===== src/rtl/frac_div_pkg.sv =====
package frac_div_pkg;

    localparam int DW = 16;

    typedef enum logic [0:0] {
        ST_IDLE = 1'b0,
        ST_RUN  = 1'b1
    } div_state_e;

    typedef struct packed {
        logic reject;
        logic equal;
    } verdict_t;

    function automatic logic [DW-1:0] max_pos();
        logic [DW-1:0] v;
        v = '1;
        v[DW-1] = 1'b0;
        return v;
    endfunction

endpackage


===== src/rtl/frac_div_check.sv =====
module frac_div_check
    import frac_div_pkg::*;
#(
    parameter int W = DW
) (
    input  logic [W-1:0] num,
    input  logic [W-1:0] den,
    output verdict_t     verdict
);
    logic num_neg;
    logic den_bad;
    logic too_big;

    always_comb begin
        num_neg = num[W-1];
        den_bad = den[W-1] || (den == '0);
        too_big = !num_neg && !den_bad && (num > den);
        verdict.reject = num_neg || den_bad || too_big;
        verdict.equal  = !num_neg && !den_bad && (num == den);
    end
endmodule


===== src/rtl/frac_div_step.sv =====
module frac_div_step #(
    parameter int W = 16
) (
    input  logic [W-1:0] rem_in,
    input  logic [W-1:0] den,
    output logic [W-1:0] rem_out,
    output logic         qbit
);
    localparam int RW = W + 1;
    logic [RW-1:0] twice;
    logic [RW-1:0] diff;

    always_comb begin
        twice   = {rem_in, 1'b0};
        diff    = twice - {1'b0, den};
        qbit    = (twice >= {1'b0, den});
        rem_out = qbit ? diff[W-1:0] : twice[W-1:0];
    end
endmodule


===== src/rtl/frac_div_ctrl.sv =====
module frac_div_ctrl
    import frac_div_pkg::*;
#(
    parameter int STEPS = DW - 1
) (
    input  logic clk,
    input  logic rst,
    input  logic start,
    input  logic reject,
    output logic load,
    output logic iter,
    output logic finish,
    output logic refuse,
    output logic busy
);
    localparam int CW = (STEPS > 1) ? $clog2(STEPS) : 1;
    localparam logic [CW-1:0] LAST = CW'(STEPS - 1);

    div_state_e    state;
    logic [CW-1:0] cnt;

    always_comb begin
        load   = (state == ST_IDLE) && start && !reject;
        refuse = (state == ST_IDLE) && start && reject;
        iter   = (state == ST_RUN);
        finish = (state == ST_RUN) && (cnt == LAST);
        busy   = (state == ST_RUN);
    end

    always_ff @(posedge clk) begin
        if (rst) begin
            state <= ST_IDLE;
            cnt   <= '0;
        end else if (load) begin
            state <= ST_RUN;
            cnt   <= '0;
        end else if (finish) begin
            state <= ST_IDLE;
            cnt   <= '0;
        end else if (iter) begin
            cnt <= cnt + 1'b1;
        end
    end

    // busy run length is counted independently of cnt
    logic [7:0] run_len;
    always_ff @(posedge clk) begin
        if (rst)       run_len <= '0;
        else if (busy) run_len <= run_len + 1'b1;
        else           run_len <= '0;
    end

    assert_run_length_R7: assert property (@(posedge clk) disable iff (rst)
        (busy && (run_len < 8'(STEPS - 1))) |=> busy);
    assert_run_limit_R7: assert property (@(posedge clk) disable iff (rst)
        busy |-> (run_len < 8'(STEPS)));
    assert_start_ignored_R8: assert property (@(posedge clk) disable iff (rst)
        (busy && start) |-> !load && !refuse);
endmodule


===== src/rtl/frac_div.sv =====
module frac_div
    import frac_div_pkg::*;
#(
    parameter int W = DW
) (
    input  logic         clk,
    input  logic         rst,
    input  logic         start,
    input  logic [W-1:0] dividend,
    input  logic [W-1:0] divisor,
    output logic         busy,
    output logic         done,
    output logic [W-1:0] quot,
    output logic         err
);
    localparam int FB = W - 1;
    localparam logic [W-1:0] SAT_VAL = {1'b0, {FB{1'b1}}};

    verdict_t     verdict;
    logic         load, iter, finish, refuse;
    logic [W-1:0] rem_q, den_q, rem_nx;
    logic [FB-1:0] frac_q;
    logic         sat_q, qbit;

    frac_div_check #(.W(W)) u_check (
        .num     (dividend),
        .den     (divisor),
        .verdict (verdict)
    );

    frac_div_ctrl #(.STEPS(FB)) u_ctrl (
        .clk    (clk),
        .rst    (rst),
        .start  (start),
        .reject (verdict.reject),
        .load   (load),
        .iter   (iter),
        .finish (finish),
        .refuse (refuse),
        .busy   (busy)
    );

    frac_div_step #(.W(W)) u_step (
        .rem_in  (rem_q),
        .den     (den_q),
        .rem_out (rem_nx),
        .qbit    (qbit)
    );

    logic [FB-1:0] frac_nx;
    generate
        if (FB > 1) begin : g_shift
            assign frac_nx = {frac_q[FB-2:0], qbit};
        end else begin : g_single
            assign frac_nx = qbit;
        end
    endgenerate

    always_ff @(posedge clk) begin
        if (rst) begin
            rem_q  <= '0;
            den_q  <= '0;
            frac_q <= '0;
            sat_q  <= 1'b0;
        end else if (load) begin
            rem_q  <= verdict.equal ? '0 : dividend;
            den_q  <= divisor;
            frac_q <= '0;
            sat_q  <= verdict.equal;
        end else if (iter) begin
            rem_q  <= rem_nx;
            frac_q <= frac_nx;
        end
    end

    always_ff @(posedge clk) begin
        if (rst) begin
            quot <= '0;
            err  <= 1'b0;
            done <= 1'b0;
        end else if (finish) begin
            quot <= sat_q ? SAT_VAL : {1'b0, frac_nx};
            err  <= 1'b0;
            done <= 1'b1;
        end else if (refuse) begin
            quot <= '0;
            err  <= 1'b1;
            done <= 1'b1;
        end else begin
            done <= 1'b0;
        end
    end

    assert_err_zero_R3: assert property (@(posedge clk) disable iff (rst)
        err |-> (quot == '0));
    assert_sat_code_R2: assert property (@(posedge clk) disable iff (rst)
        (finish && sat_q) |=> (quot == max_pos()));
    assert_remainder_below_R1: assert property (@(posedge clk) disable iff (rst)
        busy |-> (rem_q < den_q));
    assert_reject_fast_R6: assert property (@(posedge clk) disable iff (rst)
        (done && err) |-> ($past(start) && !$past(busy) && !busy));
    assert_done_single_R7: assert property (@(posedge clk) disable iff (rst)
        done |=> !done);
    assert_busy_done_apart_R7: assert property (@(posedge clk) disable iff (rst)
        !(busy && done));
    assert_hold_result_R9: assert property (@(posedge clk) disable iff (rst)
        !done |-> ($stable(quot) && $stable(err)));
endmodule


===== config.mk =====
export PLATFORM = sky130hd
export DESIGN_NAME = frac_div
export DESIGN_NICKNAME = d
export VERILOG_FILES = /design/src/rtl/frac_div_pkg.sv /design/src/rtl/frac_div_check.sv /design/src/rtl/frac_div_step.sv /design/src/rtl/frac_div_ctrl.sv /design/src/rtl/frac_div.sv
export SDC_FILE = /design/constraint.sdc
export NUM_CORES = 1
export LEC_CHECK = 0
export ABC_AREA = 1
export BUFFER_PORTS_ARGS = -buffer_cell sky130_fd_sc_hd__buf_2
export CORE_ASPECT_RATIO = 1.25
export CORE_MARGIN = 2
export CORE_UTILIZATION = 44
export CTS_BUF_LIST = sky130_fd_sc_hd__clkbuf_16
export CTS_CLUSTER_SIZE = 10
export DETAILED_ROUTE_END_ITERATION = 8
export PLACE_DENSITY = 0.72
export SLEW_MARGIN = 20
export SYNTH_ARGS = -nofsm -noshare
export SYNTH_HDL_FRONTEND = slang
export SYNTH_SLANG_ARGS = --single-unit

===== constraint.sdc =====
create_clock -name clk -period 5.6 [get_ports clk]
set_input_delay 0.28 -clock clk [delete_from_list [all_inputs] [get_ports clk]]
set_output_delay 0.28 -clock clk [all_outputs]
set_load 0.02 [all_outputs]

==> results.yml <==
yosys:
  synth_area_leaders: "dfxtp_1 (30%), nand2_1 (18%), ha_1 (9.3%)"
  ys_warn_count: 0
  netlist_area_um2: 4597
  ys_seq_area_share_pct: 30.05
  ys_async_sr_fraction_pct: 0
  synth_cell_types: 34
  synth_top_area_cell: "dfxtp_1"
  synth_top_area_share_pct: 30.05
  synth-edff-count: 0
  synth_ff_type: "dfxtp_1"
  synth_cells: 714
  synth-seq-cells: 69
  synth.avg_cell_area_um2: 6.438
  syn_nets: 784
route:
  drt_iter0_drc: 259
  drtPass1Iterations: 6
  vias_per_cell: 4.963
  ant_nets: 0
  avgRoutedWirePerCell_um: 12.53
  drc: 0
  drt-total-wl_um: 11080
  via_count: 4387
worst_setup_path:
  path_max_fanout: 50
  r2r_start: "u_ctrl.busy"
  r2r_cells: 7
  r2r_slack_ps: 2690
  r2r-end: "rem_q[13]"
  cp.arrival_ps: 3130
  max_stage_delay_ps: 780
  startpoint_type: "register"
  endpoint_kind: "register"
  crit_slowest_cell: "dfxtp_1"
  crit_start: "u_ctrl.busy"
  critical_path_required_ps: 5820
  endpoint: "rem_q[13]"
  path_cells: "inv_2 > nand2_1 > inv_1 > nand2_4 > nand2_2 > o21bai_1 > nor2_1"
  setup.worst_path.class: "reg -> reg"
sta:
  rsz0062_at_grt: "no"
  period_share_pct: 51.99
  tightest_slew_ps: 886.2
  hold_viol: 0
  setup_viol: 0
  tns_ps: 0
  slew_headroom_pct: 40.70
  period_minus_slack_ps: 2912
  maxSlewViolCount: 0
  fmax_mhz: 343.4
  fin_skew_ps: 6.065
clocking:
  worstSkewPairLatency_ps: 340
  cts_tree: "built"
  clkTransAtPathRegs_ps: 60
  cts_hold_buf: 0
  cts_buffers: 9
  cts.path.max_buffers: 2
  post_cts_resized: 0
  cts_setup_buffers: 0
  cts-root-buf: "clkbuf_16"
  clkSinkCount: 69
  h-tree-depth: 3
power_and_ir_drop:
  switching_share_pct: 38.66
  power_frac_clock_pct: 31.6
  intPower_uw: 1011
  powerDensity_nw_per_um2: 321.0
  power_frac_seq_pct: 32.0
  comb_power_share_pct: 36.4
  vdd_ir_drop_max_uv: 183.4
  p_sw_uw: 637.1
  p_leak_uw: 0.002643
status:
  outcome: "finished clean"
cells_and_area:
  nets: 820
  area_growth_pct: 11.68
  finalNonFillerCells: 884
  drive_gt1_share_pct: 11.39
  antennaDiodeCount: 0
grt:
  antenna_found_initial: 0
  grt_overflow: 0
  grt_usage_pct: 20.37
  grt_pass1_vias: 4078
  grt_max_degree: 51
  grt_pass1_wl_um: 18640
floorplan:
  ios: 54
  std_cell_rows: 41
  core-area_um2: 10160
  die_x_um: 95.42
  die_y_um: 118.3
  fp.dieArea_um2: 11290
  start_util_pct: 45.26
place:
  io_buffers: 52
  dpl.cell_count: 868
  gp_congestion: 0.9230
  dp_hpwl_um: 8428
job:
  drv_cap: 0
worst_hold_path:
  hp-class: "in -> reg"
-- worst max-delay path, delay by kind of cell (launching register included) --
family,cells,cell delay [ps]
compound gates,1,290
flops,1,780
simple gates,4,1150
buf+inv,2,550
-- worst min path at each step --
stage	slack [ps]	to	startpoint	cells past startpoint
2_1_floorplan	420	den_q[0]	divisor[0]	2
3_3_place_gp	450	quot[13]	quot[13]	2
3_5_place_dp	450	quot[11]	quot[11]	2
4_1_cts	220	den_q[0]	divisor[0]	3
5_1_grt	240	den_q[0]	divisor[0]	3
6_report	220	den_q[0]	divisor[0]	3
-- synthesized netlist by cell type (3+ instances only) --
library cell and n:
nand2_2 3, ha_1 34, buf_4 7, inv_1 96, o21ai_0 32, nand4_1 15, nor2_1 71, o21bai_1 15
buf_2 3, inv_2 3, nand3b_1 5, nand3_1 32, nand2_4 3, dfxtp_1 69, nor2_2 4, xor2_1 7
nand2_1 218, buf_6 4, a21oi_1 61, clkbuf_1 13
-- stage by stage --
stage	total power (uW)	hold slack [ps]	worst slack, ps	util, %	area (um^2)
6_report	1648	222.4	2688	50.54	5134
5_1_grt	1766	236.3	2396	50.54	5134
4_1_cts	1653	215.6	2708	50.54	5134
3_5_place_dp	1128	448.6	2705	47.82	4857
3_3_place_gp	1120	446.5	2768	47.82	4857
2_1_floorplan	1012	422.6	3699	-	4597
-- state kept, by name, summed over array words and instances (netlist names) --
signal,cells
den_q,16
done,1
err,1
frac_q,14
quot,15
rem_q,16
sat_q,1
u_ctrl.busy,1
u_ctrl.cnt,4
-- metal layers --
metal	vias to the layer above	GRT usage, %	wire [um]
met2	92	33.45	5212
met1	1949	26.97	5330
met5	-	0	0
met4	0	6.518	192
li1	2324	-	-
met3	22	3.378	343
-- area by class of cell --
class,count,area (um^2)
clock buffer,9,225.2
clock inverter,7,51.30
fill,1012,5024
inverter,100,375.4
multi-input combinational,518,2679
sequential,69,1381
tap,129,161.4
timing repair buffer,52,260.3
-- placed cells by master (no fill, tap or decap), types with 3 or more instances in the layout --
cell,count
xor2_1,7
dfxtp_1,69
o21bai_1,15
nand3_1,32
nor2_2,4
nand3b_1,5
clkbuf_16,9
inv_1,96
ha_1,34
nand2_2,3
nand2_1,218
nor2_1,71
buf_2,52
o21ai_0,32
a21oi_1,61
nand2_4,3
nand4_1,15
inv_2,3
-- cells by family after synthesis --
kind of cell	share of synthesized area, %
and+or+nand+nor	33.34
buffers and inverters	11.68
other	0.08158
AOI/OAI and AO/OA	13.45
adders and majority gates	9.690
DFF	30.05
xor gates and xnor gates	1.715
-- power by group through the flow --
stage	logic, uW	clock network [uW]	registers, uW
after floorplan	479	0	533
after global placement	583	0	537
after detailed placement	591	0	537
after CTS	596	530	527
after global routing	687	550	529
final	600	520	528
No activity file was read; power rests on OpenSTA's default activity.
